## src/rtl/sar_conv_pkg.sv

```systemverilog
package sar_conv_pkg;
  typedef enum logic [2:0] {
    PH_IDLE = 3'd0,
    PH_ACQ  = 3'd1,
    PH_CONV = 3'd2,
    PH_DONE = 3'd3,
    PH_READ = 3'd4
  } phase_e;
endpackage

```

## src/rtl/sar_sync.sv

```systemverilog
module sar_sync #(
  parameter int          WIDTH   = 2,
  parameter int          STAGES  = 2,
  parameter logic [WIDTH-1:0] RST_VAL = '0
) (
  input  logic             clk_i,
  input  logic             rst_ni,
  input  logic [WIDTH-1:0] d_i,
  output logic [WIDTH-1:0] q_o
);
  logic [WIDTH-1:0] stage_q [STAGES];

  for (genvar s = 0; s < STAGES; s++) begin : g_stage
    always_ff @(posedge clk_i or negedge rst_ni) begin
      if (!rst_ni) stage_q[s] <= RST_VAL;
      else if (s == 0) stage_q[s] <= d_i;
      else stage_q[s] <= stage_q[(s == 0) ? 0 : s-1];
    end
  end

  assign q_o = stage_q[STAGES-1];
endmodule

```

## src/rtl/sar_search.sv

```systemverilog
module sar_search #(
  parameter int DATA_W = 16
) (
  input  logic              clk_i,
  input  logic              rst_ni,
  input  logic              clear_i,
  input  logic              start_i,
  input  logic              cmp_ge_i,
  output logic [DATA_W-1:0] trial_o,
  output logic [DATA_W-1:0] code_o,
  output logic              done_o
);
  localparam logic [DATA_W-1:0] MSB = {1'b1, {(DATA_W-1){1'b0}}};

  logic [DATA_W-1:0] mask_q, code_q;
  logic              done_q;
  logic              busy;

  assign busy = |mask_q;

  always_ff @(posedge clk_i or negedge rst_ni) begin
    if (!rst_ni) begin
      mask_q <= '0;
      code_q <= '0;
      done_q <= 1'b0;
    end else if (clear_i) begin
      mask_q <= '0;
      code_q <= '0;
      done_q <= 1'b0;
    end else if (start_i) begin
      mask_q <= MSB;
      code_q <= '0;
      done_q <= 1'b0;
    end else if (busy) begin
      if (cmp_ge_i) code_q <= code_q | mask_q;
      mask_q <= mask_q >> 1;
      done_q <= mask_q[0];
    end else begin
      done_q <= 1'b0;
    end
  end

  assign trial_o = busy ? (code_q | mask_q) : '0;
  assign code_o  = code_q;
  assign done_o  = done_q;
endmodule

```

## src/rtl/sar_bus_mux.sv

```systemverilog
module sar_bus_mux #(
  parameter int DATA_W   = 16,
  parameter bit BYTE_BUS = 1'b0,
  localparam int BUS_W   = BYTE_BUS ? DATA_W/2 : DATA_W
) (
  input  logic [DATA_W-1:0] res_i,
  input  logic              oe_i,
  input  logic              half_sel_i,
  output logic [BUS_W-1:0]  bus_o
);
  logic [BUS_W-1:0] sel;

  if (BYTE_BUS) begin : g_half
    assign sel = half_sel_i ? res_i[DATA_W-1:BUS_W] : res_i[BUS_W-1:0];
  end else begin : g_full
    logic unused_sel;
    assign unused_sel = half_sel_i;
    assign sel = res_i;
  end

  assign bus_o = oe_i ? sel : '0;
endmodule

```

## src/rtl/sar_conv_ctrl.sv

```systemverilog
module sar_conv_ctrl
  import sar_conv_pkg::*;
#(
  parameter int DATA_W      = 16,
  parameter bit BYTE_BUS    = 1'b0,
  parameter int SYNC_STAGES = 2,
  localparam int BUS_W      = BYTE_BUS ? DATA_W/2 : DATA_W
) (
  input  logic              clk_i,
  input  logic              rst_ni,
  input  logic              clear_i,
  input  logic              cs_ni,
  input  logic              read_sel_i,
  input  logic              half_sel_i,
  input  logic              cmp_ge_i,
  output logic [DATA_W-1:0] trial_o,
  output logic              conv_done_no,
  output logic [BUS_W-1:0]  bus_o,
  output logic              bus_oe_o,
  output logic              pwr_down_o
);
  logic [1:0] sync_q;
  logic       cs_s, rd_s, cs_d;
  logic       cs_fall, cs_rise;

  sar_sync #(.WIDTH(2), .STAGES(SYNC_STAGES), .RST_VAL(2'b01)) u_sync (
    .clk_i (clk_i),
    .rst_ni(rst_ni),
    .d_i   ({read_sel_i, cs_ni}),
    .q_o   (sync_q)
  );
  assign cs_s = sync_q[0];
  assign rd_s = sync_q[1];

  always_ff @(posedge clk_i or negedge rst_ni) begin
    if (!rst_ni) cs_d <= 1'b1;
    else cs_d <= cs_s;
  end
  assign cs_fall = cs_d & ~cs_s;
  assign cs_rise = ~cs_d & cs_s;

  phase_e            phase_q;
  logic              sd_q, pwr_q, done_nq;
  logic [DATA_W-1:0] res_q, code;
  logic              conv_start, srch_done;

  assign conv_start = (phase_q == PH_ACQ) && cs_fall;

  sar_search #(.DATA_W(DATA_W)) u_search (
    .clk_i   (clk_i),
    .rst_ni  (rst_ni),
    .clear_i (clear_i),
    .start_i (conv_start),
    .cmp_ge_i(cmp_ge_i),
    .trial_o (trial_o),
    .code_o  (code),
    .done_o  (srch_done)
  );

  always_ff @(posedge clk_i or negedge rst_ni) begin
    if (!rst_ni) begin
      phase_q <= PH_IDLE;
      sd_q    <= 1'b0;
      pwr_q   <= 1'b0;
      done_nq <= 1'b1;
      res_q   <= '0;
    end else if (clear_i) begin
      phase_q <= PH_IDLE;
      sd_q    <= 1'b0;
      pwr_q   <= 1'b0;
      done_nq <= 1'b1;
    end else begin
      unique case (phase_q)
        PH_IDLE: if (cs_fall && !rd_s) begin
          phase_q <= PH_ACQ;
          pwr_q   <= 1'b0;
        end
        PH_ACQ: if (cs_fall) begin
          phase_q <= PH_CONV;
          sd_q    <= rd_s;
        end
        PH_CONV: if (srch_done) begin
          phase_q <= PH_DONE;
          res_q   <= code;
          done_nq <= 1'b0;
          pwr_q   <= sd_q;
        end
        PH_DONE: if (cs_fall && rd_s) phase_q <= PH_READ;
        PH_READ: if (cs_rise) begin
          phase_q <= PH_IDLE;
          done_nq <= 1'b1;
        end
        default: phase_q <= PH_IDLE;
      endcase
    end
  end

  assign bus_oe_o     = (phase_q == PH_READ);
  assign conv_done_no = done_nq;
  assign pwr_down_o   = pwr_q;

  sar_bus_mux #(.DATA_W(DATA_W), .BYTE_BUS(BYTE_BUS)) u_mux (
    .res_i     (res_q),
    .oe_i      (bus_oe_o),
    .half_sel_i(half_sel_i),
    .bus_o     (bus_o)
  );
endmodule

```

## config.mk

```make
export PLATFORM = sky130hd
export DESIGN_NAME = sar_conv_ctrl
export DESIGN_NICKNAME = d
export VERILOG_FILES = /design/src/rtl/sar_conv_pkg.sv /design/src/rtl/sar_sync.sv /design/src/rtl/sar_search.sv /design/src/rtl/sar_bus_mux.sv /design/src/rtl/sar_conv_ctrl.sv
export SDC_FILE = /design/constraint.sdc
export NUM_CORES = 1
export LEC_CHECK = 0
export BUFFER_PORTS_ARGS = -buffer_cell sky130_fd_sc_hd__buf_2
export CORE_MARGIN = 2
export CORE_UTILIZATION = 35
export DETAILED_ROUTE_END_ITERATION = 8
export PLACE_DENSITY = 0.64
export SLEW_MARGIN = 10
export SYNTH_ARGS = -nofsm -noshare
export SYNTH_HDL_FRONTEND = slang
export SYNTH_SLANG_ARGS = --single-unit
```

## constraint.sdc

```tcl
create_clock -name clk_i -period 2.32 [get_ports clk_i]
set_clock_uncertainty 0.1 [all_clocks]
set_input_delay 0.464 -clock clk_i [delete_from_list [all_inputs] [get_ports clk_i]]
set_output_delay 0.464 -clock clk_i [all_outputs]
set_load 0.01 [all_outputs]
```

# --- After elaboration in Yosys (flattened, before gate mapping) ---
# Index checks and enable logic that the tools add are counted.
word_totals:
  regBits: 60
  output_inout_bits: 35
  input_bits: 7
  elab_cells: 74
classes:
  n_mux: 30
  bitwise_logic: 6
  reduce_logical: 18
  eq_ne: 9
ops:
  columns: ["operator", "n"]
  rows:
  - ["2-to-1 mux 16 bit", 9]
  - ["2-to-1 mux 3 bit", 6]
  - ["bitwise OR 16 bit", 1]
  - ["OR reduction 16 bit", 1]
  - ["one-hot mux 3 bit (5 select lines)", 1]
  - ["2-to-1 mux 1 bit", 12]
  - ["!= test 3 bit (second input constant)", 4]
  - ["nonzero test 3 bit", 4]
  - ["AND reduction 3 bit", 3]
  - ["== test 3 x 2 -> 1 bit (second input constant)", 2]
  - ["AND reduction 5 bit", 1]
  - ["one-hot mux 1 bit (2 select lines)", 2]
  - ["AND reduction 2 bit", 2]
  - ["nonzero test 2 bit", 2]
  - ["== test 3 x 1 -> 1 bit (second input constant)", 1]
  - ["== test 3 bit (second input constant)", 1]
  - ["logical AND 1 bit", 3]
  - ["logical NOT 3 bit", 1]
  - ["!= test 3 x 2 -> 1 bit (second input constant)", 1]
  - ["inverter 1 bit", 3]
  - ["bitwise AND 1 bit", 2]
  - ["logical NOT 1 bit", 1]

# --- Longest topological paths before layout ---
depth:
  depth_word: 6
  ltp_mapped: 5
  mapped_depth_nobuf: 3

# --- Hierarchy ---
# Synthesis repeated with hierarchy kept, for this count alone.
unflattened:
  hier_cells: 225
  area_unflattened_um2: 2626.3
by_module_without_submodules:
  columns: ["module", "area_per_inst_um2", "cells_per_inst", "instances", "seq_area_each_um2"]
  rows:
  - ["sar_search", 1382.6, 129, 1, 825.8]
  - ["sar_conv_ctrl", 999.7, 73, 1, 578.1]
  - ["sar_bus_mux", 126.4, 17, 1, 0.0]
  - ["sar_sync", 117.6, 6, 1, 102.6]

# --- Worst setup path before layout ---
# OpenSTA, ideal clock, no wires.
synth_timing:
  path_kind: "register -> output"
  start: "reg phase_q[1]"
  end: "out bus_o[10]"
  stages_incl_launch_ff: 5
  arrival_time_ns: 1.354
  setup_slack_ns: 0.402
  n_path_buf: 2
  required_time_ns: 1.756
  cell_sequence: "dfrtp_1 buf_2 nor3b_2 clkbuf_1 and2_1"
synth_via:
  elab_chain_len: 2
synth_rtl:
  columns: ["item", "line", "source"]
  rows:
  - ["start, declared", "sar_conv_ctrl.sv:42", "phase_e phase_q;"]
  - ["start signal, assigned", "sar_conv_ctrl.sv:62", "phase_q <= PH_IDLE;"]
  - ["start signal, assigned", "sar_conv_ctrl.sv:68", "phase_q <= PH_IDLE;"]
  - ["start signal, assigned", "sar_conv_ctrl.sv:75", "phase_q <= PH_ACQ;"]
  - ["== test 3 bit", "sar_conv_ctrl.sv:98", "assign bus_oe_o = (phase_q == PH_READ);"]
  - ["net bus_oe_o", "sar_conv_ctrl.sv:19", "output logic bus_oe_o,"]
  - ["2-to-1 mux 16 bit", "sar_bus_mux.sv:21", "assign bus_o = oe_i ? sel : '0;"]
  - ["end, declared", "sar_conv_ctrl.sv:18", "output logic [BUS_W-1:0] bus_o,"]
# The timed path passes the listed nets, and every way through them passes these cells.

# --- Worst setup path in the final report ---
layout_timing:
  start: "reg u_search.mask_q[15]"
  end: "out trial_o[6]"
layout_via:
  elab_chain_len: 2
layout_rtl:
  columns: ["item", "line", "source"]
  rows:
  - ["start, declared", "sar_search.sv:15", "logic [DATA_W-1:0] mask_q, code_q;"]
  - ["start signal, assigned", "sar_search.sv:36", "mask_q <= mask_q >> 1;"]
  - ["OR reduction 16 bit", "sar_search.sv:19", "assign busy = |mask_q;"]
  - ["2-to-1 mux 16 bit", "sar_search.sv:43", "assign trial_o = busy ? (code_q | mask_q) : '0;"]
  - ["end, declared", "sar_conv_ctrl.sv:16", "output logic [DATA_W-1:0] trial_o,"]
# Every way passes these cells.

==> summary.md <==
| Metric | Value |
|---|---|
| Largest stage delay on the critical path | 0.45 ns |
| I/O pin cnt | 42 |
| Endpoint required time on the critical path | 1.76 ns |
| Setup violation total in the final timing report | 0 |
| Port Buffers | 40 |
| Post-synthesis instance total | 204 |
| Number of storage elements in the synthesis netlist | 60 |
| Vias in the first global route | about 1.6k |
| Clock tree from TritonCTS | done |
| Period utilization | 97.6% |
| Maximum count of clock buffers along a single path | 2 |
| Overall power | 2230 uW |
| Die ar. | 7860 sq um |
| Number of antenna violations at the first check in global routing | 0 |
| Share of layout cells above drive strength 1 | 36.0% |
| Syn Nets | 211 |
| Shortest period the worst path allows | between 2 and 2.5 ns |
| Max Cap Violations | 0 |
| Worst-path cell chain | nor4_4 -> nand4_1 -> buf_6 -> o21a_1 -> buf_2 |
| Slowest CP cell | sky130_fd_sc_hd__dfrtp_2 |
| Worst path bufs/invs | 2 |
| Die Width | 88.6 um |
| Initial core utilization | 36.5% |
| Unrepaired setup endpoints after global routing | yes |
| Mean area per synthesized cell | 12.3 sq um |
| Slew @ Worst Pin | 0.577 ns |
| Worst slack at placement | 0.293 ns |
| Final WS setup | 0.0557 ns |
| Static Leak | 0.00164 uW |
| Peak Freq | 442 MHz |
| Finished Layout Cells | 357 |
| Via count normalized by instance count | 4.62 |
| Clk_lat worst skew | 0.33 ns |
| FP Rows | 30 |
| Number of nets in the final layout | 263 |
| Fin Hold WS | -0.00945 ns |
| Run status | complete, but fails checks |
| Peak ir drop on the vdd network | 0.000260 V |
| CP Capture Type | primary output |
| Setup CP Type | flip-flop to primary output |
| Inst Count DP | 337 |
| Number of enable-type register cells in the synthesized netlist | 0 |
| Syn. warnings | 0 |
| Remaining Overflow, GRT | 0 |
| Post-CTS Hold Fix Bufs | 0 |
| Async S/R FF share, synth | 100% |
| Clock root cell | sky130_fd_sc_hd__clkbuf_8 |
| DRT iter0 DRCs | about 120 |
| Power per standard cell area | slightly above 700 nW/um^2 |
| Number of unique standard cell types used by synthesis | 31 |
| DRT Pass-1 Iters | 4 |
| HPWL after DPL | 3520 um |
| Worst relative slew slack | 61.5% |
| Pin count of the biggest net entering global routing | 23 |
| Final Slew Violations | 0 |
| Hold Path Class | primary input to asynchronous set/reset pin |
| GP Congestion | 0.778 |
| CTS H-tree lvls | 3 |
| Worst EP arrival | 1.70 ns |
| Vias after detailed routing | 1648 |
| Area growth from synthesis to layout | 24.7% |
| Routed len/inst | 14.4 um |
| Clock buffers created by TritonCTS | 9 |
| Kind of start point of the critical path | flip-flop |
| Final TNS setup | 0 ns |
| Crit path max fanout | 10 |
| Global-route wire length before repair | 8140 um |
| Violated checks | negative hold slack |
| Antenna Violating Nets Remaining | 0 |
| Netlist area before placement | 2510 sq um |
| Clock transition at the register clock pins on the worst setup and hold paths after CTS | roughly 0.070 ns |
| TritonCTS sink count | 60 |
| Antenna diode count | 0 |
| Final count of hold timing violations | 19 |
| Core Area | 6870 sq um |
| Portion of the post-synthesis area used by sequential elements | roughly three fifths |
| Tot GR Track Use | between 10% and 20% |
| Family of cells with the greatest summed delay on the critical path | flip-flops |
| Die height | 88.6 um |
| Detailed-route wire length | 5140 um |
| DRC violations left | 0 |
| Top_reg_cell synth | sky130_fd_sc_hd__dfrtp_1 |
## placed cells by master (no fill, tap or decap), types with 2 or more instances in the layout
master / instances
sky130_fd_sc_hd__mux2_4: 10
sky130_fd_sc_hd__nor4_2: 3
sky130_fd_sc_hd__nand4_1: 2
sky130_fd_sc_hd__o21a_1: 17
sky130_fd_sc_hd__bufinv_16: 3
sky130_fd_sc_hd__clkbuf_1: 2
sky130_fd_sc_hd__and3b_1: 2
sky130_fd_sc_hd__mux2_2: 6
sky130_fd_sc_hd__buf_4: 9
sky130_fd_sc_hd__buf_2: 40
sky130_fd_sc_hd__clkbuf_8: 9
sky130_fd_sc_hd__dfstp_2: 4
sky130_fd_sc_hd__nand2_1: 4
sky130_fd_sc_hd__dfrtp_1: 55
sky130_fd_sc_hd__nand2b_1: 2
sky130_fd_sc_hd__nor2_1: 19
sky130_fd_sc_hd__clkinv_2: 2
sky130_fd_sc_hd__and2_1: 32
sky130_fd_sc_hd__a21oi_1: 21
sky130_fd_sc_hd__nand3_1: 2
sky130_fd_sc_hd__inv_1: 2
## metal layers
layer | vias up | wire, um | global-route usage (%)
met5 | - | 0 | 0
met4 | 0 | 99 | 8.54
met3 | 10 | 163 | 2.24
met2 | 29 | 2400 | 20.3
met1 | 798 | 2480 | 19.5
li1 | 811 | - | -
## stage by stage
stage               util [%]  cell area, sq um
floorplan                  -              2510
global placement        41.1              2830
detailed placement      41.1              2830
CTS                     44.8              3080
global route            45.5              3130
finish                  45.5              3130
## timing repair
item | 4_1_cts | 5_1_grt
gates resized for setup | 2 | 5
pin swaps | 1 | 1
setup endpoints to repair | 14 | 16
setup buffers | 1 | 3
## final timing paths
check | start | endpoint | slack (ns) | cells after the start
setup reg to reg | cs_d$_DFF_PN1_ | u_search.code_o[1]$_DFFE_PN0P_ | 0.55 | 3
hold reg to reg | u_sync.stage_q[3]$_DFF_PN0_ | u_sync.q_o[1]$_DFF_PN0_ | 0.24 | 0
setup / recovery | u_search.mask_q[15]$_DFFE_PN0P_ | trial_o[6] | 0.06 | 5
min in group clk_i | cs_ni | u_sync.stage_q[2]$_DFF_PN1_ | 0.14 | 1
max in group asynchronous | rst_ni | u_sync.stage_q[2]$_DFF_PN1_ | 1.42 | 2
hold / removal | rst_ni | u_search.code_o[11]$_DFFE_PN0P_ | -0.009 | 1
## sequential cells by signal, summed over array words and instances, names as in the netlist
signal	flops
res_q	16
u_search.code_o	16
u_search.mask_q	16
phase_q	3
u_sync.q_o	2
u_sync.stage_q	2
conv_done_no	1
cs_d	1
pwr_down_o	1
sd_q	1
u_search.done_o	1
## cells by family (layout without fill, tap and decap cells)
group           count (synthesis)  count (layout)  synth area share (%)
buf+inv                        11              68                  2.20
flops                          60              60                  60.1
compound gates                 45              45                  11.8
mux                            16              16                  8.68
simple gates                   72              72                  17.2
## where the power goes
group	switching, uW	internal (uW)
sequential	7.63	1050
clock	399	711
combinational	44.6	15.4
## area by class of cell
cell class	instances	area [sq um]
well taps	96	120
fillers	643	3740
inverters	2	7.51
multi-input cells	133	980
flip-flops and latches	60	1510
clock inverters	5	100
clock buffers	11	131
repair buffers	50	279
## Yosys cell counts, types with 2 or more instances
| library cell | count | area share (%) |
|---|---|---|
| sky130_fd_sc_hd__dfrtp_1 | 56 | 56 |
| sky130_fd_sc_hd__and2_1 | 32 | 8.0 |
| sky130_fd_sc_hd__a21oi_1 | 21 | 4.2 |
| sky130_fd_sc_hd__nor2_1 | 19 | 2.8 |
| sky130_fd_sc_hd__o21a_1 | 17 | 5.1 |
| sky130_fd_sc_hd__mux2_4 | 10 | 6.0 |
| sky130_fd_sc_hd__mux2_2 | 6 | 2.7 |
| sky130_fd_sc_hd__clkbuf_1 | 5 | 0.75 |
| sky130_fd_sc_hd__dfstp_2 | 4 | 4.2 |
| sky130_fd_sc_hd__nand2_1 | 4 | 0.60 |
| sky130_fd_sc_hd__nor4_1 | 4 | 1.0 |
| sky130_fd_sc_hd__and3b_1 | 2 | 0.70 |
| sky130_fd_sc_hd__buf_2 | 2 | 0.40 |
| sky130_fd_sc_hd__inv_1 | 2 | 0.30 |
| sky130_fd_sc_hd__nand2b_1 | 2 | 0.50 |
| sky130_fd_sc_hd__nand3_1 | 2 | 0.40 |
| sky130_fd_sc_hd__nand4_1 | 2 | 0.50 |
(Power assumes the default switching activity.)
